### src/rtl/ffvec_pkg.sv
package ffvec_pkg;

    typedef enum logic [1:0] {
        S_IDLE = 2'd0,
        S_RUN  = 2'd1,
        S_DONE = 2'd2
    } seq_state_e;

    typedef enum logic [1:0] {
        STOP_EQ  = 2'd0,
        STOP_LT  = 2'd1,
        STOP_LE  = 2'd2,
        STOP_REC = 2'd3
    } stop_sel_e;

    localparam int CF_LT = 3;
    localparam int CF_GT = 2;
    localparam int CF_EQ = 1;

endpackage

### src/rtl/ffvec_cmp.sv
module ffvec_cmp #(
    parameter int DATA_W = 64
) (
    input  logic [DATA_W-1:0] elem_i,
    input  logic [DATA_W-1:0] scalar_i,
    output logic [DATA_W-1:0] diff_o,
    output logic [3:0]        cf_o
);
    import ffvec_pkg::*;

    logic zero_w;
    logic neg_w;

    always_comb begin
        diff_o = elem_i - scalar_i;
        zero_w = (diff_o == '0);
        neg_w  = diff_o[DATA_W-1];
        cf_o         = 4'b0000;
        cf_o[CF_LT]  = neg_w;
        cf_o[CF_GT]  = !neg_w && !zero_w;
        cf_o[CF_EQ]  = zero_w;
    end

endmodule

### src/rtl/ffvec_stop.sv
module ffvec_stop (
    input  logic [3:0] cf_i,
    input  logic [1:0] sel_i,
    input  logic       inv_i,
    output logic       stop_o
);
    import ffvec_pkg::*;

    logic raw_w;

    always_comb begin
        unique case (stop_sel_e'(sel_i))
            STOP_EQ:  raw_w = cf_i[CF_EQ];
            STOP_LT:  raw_w = cf_i[CF_LT];
            STOP_LE:  raw_w = cf_i[CF_LT] | cf_i[CF_EQ];
            STOP_REC: raw_w = cf_i[CF_EQ];
            default:  raw_w = 1'b0;
        endcase
        stop_o = raw_w ^ inv_i;
    end

endmodule

### src/rtl/ffvec_ctrl.sv
module ffvec_ctrl #(
    parameter int VL_W = 7
) (
    input  logic            clk,
    input  logic            rst_n,
    input  logic            start_i,
    input  logic [VL_W-1:0] vl_i,
    input  logic [VL_W-1:0] maxvl_i,
    input  logic [1:0]      sel_i,
    input  logic            inv_i,
    input  logic            late_i,
    input  logic            elem_valid_i,
    input  logic            stop_i,
    output logic [1:0]      sel_q_o,
    output logic            inv_q_o,
    output logic            cap_o,
    output logic            elem_ready_o,
    output logic            res_we_o,
    output logic            crf_we_o,
    output logic [VL_W-1:0] idx_o,
    output logic [VL_W-1:0] new_vl_o,
    output logic [VL_W-1:0] maxvl_o,
    output logic            done_o,
    output logic            busy_o
);
    import ffvec_pkg::*;

    localparam logic [VL_W-1:0] ONE = VL_W'(1);

    seq_state_e      state_q, state_nx;
    logic [VL_W-1:0] idx_q;
    logic [VL_W-1:0] vl_q;
    logic [VL_W-1:0] maxvl_q;
    logic [VL_W-1:0] new_vl_q;
    logic [1:0]      sel_q;
    logic            inv_q;
    logic            late_q;

    logic            beat_w;
    logic            last_w;

    assign beat_w = (state_q == S_RUN) && elem_valid_i;
    assign last_w = (idx_q == vl_q - ONE);

    // state register
    always_ff @(posedge clk or negedge rst_n) begin
        if (!rst_n) state_q <= S_IDLE;
        else        state_q <= state_nx;
    end

    // next state
    always_comb begin
        state_nx = state_q;
        unique case (state_q)
            S_IDLE: begin
                if (start_i) state_nx = (vl_i == '0) ? S_DONE : S_RUN;
            end
            S_RUN: begin
                if (beat_w && (stop_i || last_w)) state_nx = S_DONE;
            end
            S_DONE:  state_nx = S_IDLE;
            default: state_nx = S_IDLE;
        endcase
    end

    // configuration and element index
    always_ff @(posedge clk or negedge rst_n) begin
        if (!rst_n) begin
            idx_q    <= '0;
            vl_q     <= '0;
            maxvl_q  <= '0;
            new_vl_q <= '0;
            sel_q    <= '0;
            inv_q    <= 1'b0;
            late_q   <= 1'b0;
        end else begin
            unique case (state_q)
                S_IDLE: begin
                    if (start_i) begin
                        idx_q   <= '0;
                        vl_q    <= vl_i;
                        maxvl_q <= maxvl_i;
                        sel_q   <= sel_i;
                        inv_q   <= inv_i;
                        late_q  <= late_i;
                        if (vl_i == '0) new_vl_q <= '0;
                    end
                end
                S_RUN: begin
                    if (beat_w) begin
                        if (stop_i) begin
                            new_vl_q <= late_q ? idx_q + ONE : idx_q;
                            idx_q    <= '0;
                        end else if (last_w) begin
                            new_vl_q <= vl_q;
                            idx_q    <= '0;
                        end else begin
                            idx_q <= idx_q + ONE;
                        end
                    end
                end
                S_DONE:  ;
                default: ;
            endcase
        end
    end

    // outputs
    always_comb begin
        elem_ready_o = 1'b0;
        res_we_o     = 1'b0;
        crf_we_o     = 1'b0;
        done_o       = 1'b0;
        busy_o       = 1'b1;
        cap_o        = 1'b0;
        unique case (state_q)
            S_IDLE: begin
                busy_o = 1'b0;
                cap_o  = start_i;
            end
            S_RUN: begin
                elem_ready_o = 1'b1;
                crf_we_o     = beat_w;
                res_we_o     = beat_w && (!stop_i || late_q);
            end
            S_DONE:  done_o = 1'b1;
            default: busy_o = 1'b0;
        endcase
    end

    assign idx_o    = idx_q;
    assign new_vl_o = new_vl_q;
    assign maxvl_o  = maxvl_q;
    assign sel_q_o  = sel_q;
    assign inv_q_o  = inv_q;

endmodule

### src/rtl/ffvec_seq.sv
module ffvec_seq #(
    parameter int DATA_W = 64,
    parameter int VL_W   = 7
) (
    input  logic              clk,
    input  logic              rst_n,
    input  logic              start_i,
    input  logic [VL_W-1:0]   vl_i,
    input  logic [VL_W-1:0]   maxvl_i,
    input  logic [1:0]        stop_sel_i,
    input  logic              stop_inv_i,
    input  logic              late_test_i,
    input  logic [DATA_W-1:0] scalar_i,
    input  logic              elem_valid_i,
    input  logic [DATA_W-1:0] elem_data_i,
    output logic              elem_ready_o,
    output logic              res_we_o,
    output logic [VL_W-1:0]   res_idx_o,
    output logic [DATA_W-1:0] res_data_o,
    output logic              crf_we_o,
    output logic [VL_W-1:0]   crf_idx_o,
    output logic [3:0]        crf_o,
    output logic [VL_W-1:0]   new_vl_o,
    output logic [VL_W-1:0]   maxvl_o,
    output logic [VL_W-1:0]   step_o,
    output logic              done_o,
    output logic              busy_o
);

    logic [DATA_W-1:0] scalar_q;
    logic [DATA_W-1:0] diff_w;
    logic [3:0]        cf_w;
    logic              stop_w;
    logic [1:0]        sel_q_w;
    logic              inv_q_w;
    logic              cap_w;
    logic [VL_W-1:0]   idx_w;

    always_ff @(posedge clk or negedge rst_n) begin
        if (!rst_n)     scalar_q <= '0;
        else if (cap_w) scalar_q <= scalar_i;
    end

    ffvec_cmp #(.DATA_W(DATA_W)) u_cmp (
        .elem_i   (elem_data_i),
        .scalar_i (scalar_q),
        .diff_o   (diff_w),
        .cf_o     (cf_w)
    );

    ffvec_stop u_stop (
        .cf_i   (cf_w),
        .sel_i  (sel_q_w),
        .inv_i  (inv_q_w),
        .stop_o (stop_w)
    );

    ffvec_ctrl #(.VL_W(VL_W)) u_ctrl (
        .clk          (clk),
        .rst_n        (rst_n),
        .start_i      (start_i),
        .vl_i         (vl_i),
        .maxvl_i      (maxvl_i),
        .sel_i        (stop_sel_i),
        .inv_i        (stop_inv_i),
        .late_i       (late_test_i),
        .elem_valid_i (elem_valid_i),
        .stop_i       (stop_w),
        .sel_q_o      (sel_q_w),
        .inv_q_o      (inv_q_w),
        .cap_o        (cap_w),
        .elem_ready_o (elem_ready_o),
        .res_we_o     (res_we_o),
        .crf_we_o     (crf_we_o),
        .idx_o        (idx_w),
        .new_vl_o     (new_vl_o),
        .maxvl_o      (maxvl_o),
        .done_o       (done_o),
        .busy_o       (busy_o)
    );

    assign res_idx_o  = idx_w;
    assign crf_idx_o  = idx_w;
    assign step_o     = idx_w;
    assign res_data_o = diff_w;
    assign crf_o      = cf_w;

endmodule

### config.mk
export PLATFORM = sky130hd
export DESIGN_NAME = ffvec_seq
export DESIGN_NICKNAME = d
export VERILOG_FILES = /design/src/rtl/ffvec_pkg.sv /design/src/rtl/ffvec_cmp.sv /design/src/rtl/ffvec_stop.sv /design/src/rtl/ffvec_ctrl.sv /design/src/rtl/ffvec_seq.sv
export SDC_FILE = /design/constraint.sdc
export NUM_CORES = 1
export LEC_CHECK = 0
export ABC_AREA = 1
export BUFFER_PORTS_ARGS = -buffer_cell sky130_fd_sc_hd__buf_2
export CORE_MARGIN = 5
export CORE_UTILIZATION = 50
export CTS_CLUSTER_SIZE = 25
export DETAILED_ROUTE_END_ITERATION = 8
export GPL_ROUTABILITY_DRIVEN = 0
export HOLD_SLACK_MARGIN = 0.08
export PLACE_DENSITY = 0.86
export REMOVE_ABC_BUFFERS = 1
export SYNTH_ARGS = -nofsm -noshare
export SYNTH_HDL_FRONTEND = slang
export SYNTH_SLANG_ARGS = --single-unit
### constraint.sdc
create_clock -name clk -period 6.1 [get_ports clk]
set_input_delay 0.61 -clock clk [delete_from_list [all_inputs] [get_ports clk]]
set_output_delay 0.61 -clock clk [all_outputs]
set_load 0.02 [all_outputs]
==> key figures <==
Critical path
  – Endpoint arrival time on the critical path: between 4 and 5 ns
  – Critical Path Sink Type: primary output
  – CP Launch Type: flop
  – Critical path's most frequent cell: sky130_fd_sc_hd__nand2_1
  – Worst Path Required: 5.49 ns
  – Highest fanout seen on the critical path: 8
  – Worst path top cell family by delay: simple AND/OR/NAND/NOR gates
  – Crit-path slowest cell: sky130_fd_sc_hd__ha_1
  – Maximum single-stage delay on the critical path: 0.42 ns
  – Worst reg2reg setup slack: about 2.3 ns
  – Number of buffers and inverters on the critical path: 4
  – Category of the most critical setup path: flop to primary output

Route
  – Initial drt markers: 1539
  – Vias per Instance: 5.17
  – Number of iterations in the first detailed-routing pass: 9
  – Wire length after detailed routing: about 37000 microns
  – Overall via count from detail_route: 13100
  – Number of design rule violations left after detail routing: 1
  – Routed wire length per instance: 14.7 microns
  – Antenna-violating nets left: 0

Clock tree
  – Clock edge transition at the registers on the reported setup and hold paths: 0.08 ns
  – Number of hold-repair buffers added at the cts stage: 0
  – TritonCTS clock tree: built
  – # Post-CTS Setup Buffers: 0
  – Total clock buffers created by CTS: 9
  – Cell at the root of the clock tree: sky130_fd_sc_hd__clkbuf_16
  – Longest Clk Path Bufs: 2
  – CTS H-Tree Depth: 3
  – Gates resized, CTS repair: 0
  – Number of clock sinks: 98
  – Clock latency reported for the late side of the worst-skew pair: roughly 0.38 ns

Timing
  – Final count of pins violating max slew: 0
  – Final hold violation count: 0
  – Unrepaired setup endpoints after global routing: false
  – Final-layout setup total negative slack: 0 ns
  – Number of setup violations in the final report: 0
  – Final min period: 4.65 ns
  – Min setup slack post-route: 1.45 ns
  – Share of the cycle needed by the critical path after routing: around 76%
  – Worst clock skew: around 0.019 ns
  – Slew headroom: 54.5%
  – Final Hold Slack: ~0.27 ns
  – Fmax: about 0.22 GHz
  – Worst-margin pin slew: 0.683 ns

Synthesis
  – Number of library cell types mapped by synthesis: 39
  – Post-synthesis share of cell area spent on full adders, half adders and majority gates: about 7.9%
  – Mean area per synthesized cell: 5.62 sq um
  – Post-synthesis instance area: 11300 sq um
  – Parity-gate share of the synthesized area counting xor and xnor cells: 2.02%
  – Post-synthesis mux area share: 1.28%
  – Yosys warns: 0
  – Portion of the post-synthesis area used by sequential elements: 21.7%
  – Flip-flop and latch count after synthesis: 98
  – Main combinational cell family by area after synthesis: simple AND/OR/NAND/NOR gates
  – Synthesized-area fraction occupied by ao, oa, aoi and oai cells: 6.15%
  – Post-synthesis share of cell area spent on and, or, nand and nor gates: 43.0%
  – Cell count after synthesis: 2010

Global routing
  – Wire length of the first global-routing pass: 60700 microns
  – Leftover overflow at the end of global routing: 0
  – Via count of the first global-routing pass: 12500
  – GRT Resource Usage Total: 28.7%
  – Number of antenna violations at the first check in global routing: 2
  – Largest net degree at the start of global routing: between 60 and 70

Die
  – Effective utilization at floorplan: 50.4%
  – Number of rows created at floorplan: between 50 and 60
  – Die Width: 160 microns
  – Die Height: 160 microns
  – Top-Level Pins: 258
  – Core outline area: 22400 sq um
  – Die outline area: 25700 sq um

Place
  – Pre-CTS setup slack: 1.60 ns
  – DPL Wire Length: about 31000 microns
  – IO buf count: 256

Job
  – # Max-Cap Violations: 0

Min path
  – Worst min path class: primary input to async pin

Power and ir drop
  – Max IR drop VDD: 0.000276 V
  – Power density of the placed cells: 565 nW/um^2
  – Leakage power of the design: 8.36 nW

Cells and area
  – Ratio of cells with drive above 1 in the final layout: 15.8%
  – Number of diodes: 0
  – Final-stage net count: 2465
  – Layout overhead on the synthesized area: 15.6%

Status
  – Violations in the final reports: DRC
  – Outcome: complete, but fails checks
report_power, final:
part / internal [W] / total (W) / switching (W)
sequential: 0.000933 / 0.00108 / 0.000146
clock: 0.000290 / 0.000598 / 0.000309
combinational: 0.00172 / 0.00571 / 0.00398
total: 0.00295 / 0.00738 / 0.00444
registers in the layout, indices dropped and copies added, names as in the netlist:
signal	flops
u_ctrl.idx_o	7
scalar_q	64
u_ctrl.inv_q_o	1
u_ctrl.sel_q_o	2
u_ctrl.maxvl_o	7
u_ctrl.late_q	1
u_ctrl.new_vl_o	7
u_ctrl.vl_q	7
u_ctrl.state_q	2
layer usage:
metal | vias to the layer above | wire length (microns) | global-route usage [%]
met1 | 5705 | 14700 | 37.2
met5 | - | 14 | 0
met2 | 776 | 16400 | 46.1
met4 | 4 | 1790 | 12.8
li1 | 6463 | - | -
met3 | 151 | 4410 | 6.08
placed cells by master (no fill, tap or decap), types with 6 or more instances in the layout:
master | Yosys | layout
sky130_fd_sc_hd__nand3b_1 | 23 | 23
sky130_fd_sc_hd__or2_2 | 9 | 9
sky130_fd_sc_hd__clkbuf_16 | 0 | 9
sky130_fd_sc_hd__nand2_2 | 16 | 16
sky130_fd_sc_hd__inv_2 | 7 | 7
sky130_fd_sc_hd__nand4_1 | 27 | 27
sky130_fd_sc_hd__mux2_2 | 12 | 12
sky130_fd_sc_hd__nand3_2 | 6 | 6
sky130_fd_sc_hd__nor2_1 | 188 | 188
sky130_fd_sc_hd__o21ai_0 | 17 | 17
sky130_fd_sc_hd__nor2_2 | 20 | 20
sky130_fd_sc_hd__ha_1 | 70 | 70
sky130_fd_sc_hd__nand3_1 | 71 | 71
sky130_fd_sc_hd__and2_1 | 10 | 10
sky130_fd_sc_hd__nand2_1 | 732 | 731
sky130_fd_sc_hd__inv_1 | 476 | 476
sky130_fd_sc_hd__nor4_1 | 11 | 11
sky130_fd_sc_hd__dfrtp_1 | 98 | 98
sky130_fd_sc_hd__xnor2_1 | 11 | 11
sky130_fd_sc_hd__a21oi_1 | 107 | 107
sky130_fd_sc_hd__nor3_1 | 21 | 21
sky130_fd_sc_hd__xor2_1 | 15 | 15
sky130_fd_sc_hd__buf_2 | 0 | 255
cell families (layout without fill, tap and decap cells):
family	after synthesis	count (layout)
simple gates	1144	1144
buf+inv	522	761
compound gates	135	135
flops	98	98
fa+ha+maj	71	71
xor+xnor	26	26
mux	13	13
other cells	1	1
cells in the mapped netlist, drive strengths merged:
cell | instances | area share, %
a21boi | 1 | 0.066
a21o | 1 | 0.066
a21oi | 108 | 4.8
and2 | 10 | 0.55
and3 | 2 | 0.11
buf | 17 | 1.1
clkbuf | 19 | 0.63
clkinv | 2 | 0.066
conb | 1 | 0.033
dfrtp | 98 | 22
fa | 1 | 0.18
ha | 70 | 7.8
inv | 484 | 16
mux2 | 12 | 1.2
mux2i | 1 | 0.089
nand2 | 749 | 25
nand3 | 81 | 4.3
nand3b | 23 | 1.5
nand4 | 27 | 1.5
nor2 | 210 | 7.6
nor3 | 22 | 1.0
nor4 | 11 | 0.61
o21ai | 19 | 0.84
o21bai | 2 | 0.13
o22ai | 4 | 0.22
or2 | 9 | 0.50
xnor2 | 11 | 0.85
xor2 | 15 | 1.2
path summary, 6_finish.rpt:
check | startpoint | endpoint | depth (start not counted)
setup / recovery | scalar_q[38]$_DFFE_PN0P_ | res_we_o | 25
hold / removal | rst_n | u_ctrl.maxvl_o[4]$_DFFE_PN0P_ | 1
setup reg to reg | scalar_q[38]$_DFFE_PN0P_ | u_ctrl.new_vl_o[3]$_DFFE_PN0P_ | 25
hold reg to reg | u_ctrl.new_vl_o[2]$_DFFE_PN0P_ | u_ctrl.new_vl_o[2]$_DFFE_PN0P_ | 2
max in group asynchronous | rst_n | u_ctrl.maxvl_o[0]$_DFFE_PN0P_ | 2
min in group clk | maxvl_i[4] | u_ctrl.maxvl_o[4]$_DFFE_PN0P_ | 2
area by class of cell:
class | count | area, sq um
Fill cell | 2204 | 9370
Inverter | 486 | 1830
Clock inverter | 7 | 71.3
Sequential cell | 98 | 2450
Timing Repair Buffer | 259 | 1310
Multi-Input combinational cell | 1390 | 6830
Tap cell | 285 | 357
Clock buffer | 9 | 225
metrics by stage:
stage	cells	instance area, sq um	util (%)	power (W)
floorplan	1974	11100	-	0.00496
global placement	2518	12800	56.9	0.00650
detailed placement	2518	12800	56.9	0.00661
CTS	2534	13100	58.2	0.00724
global route	2534	13100	58.2	0.00801
finish	2534	13100	58.2	0.00738
No activity file was read; power rests on OpenSTA's default activity.
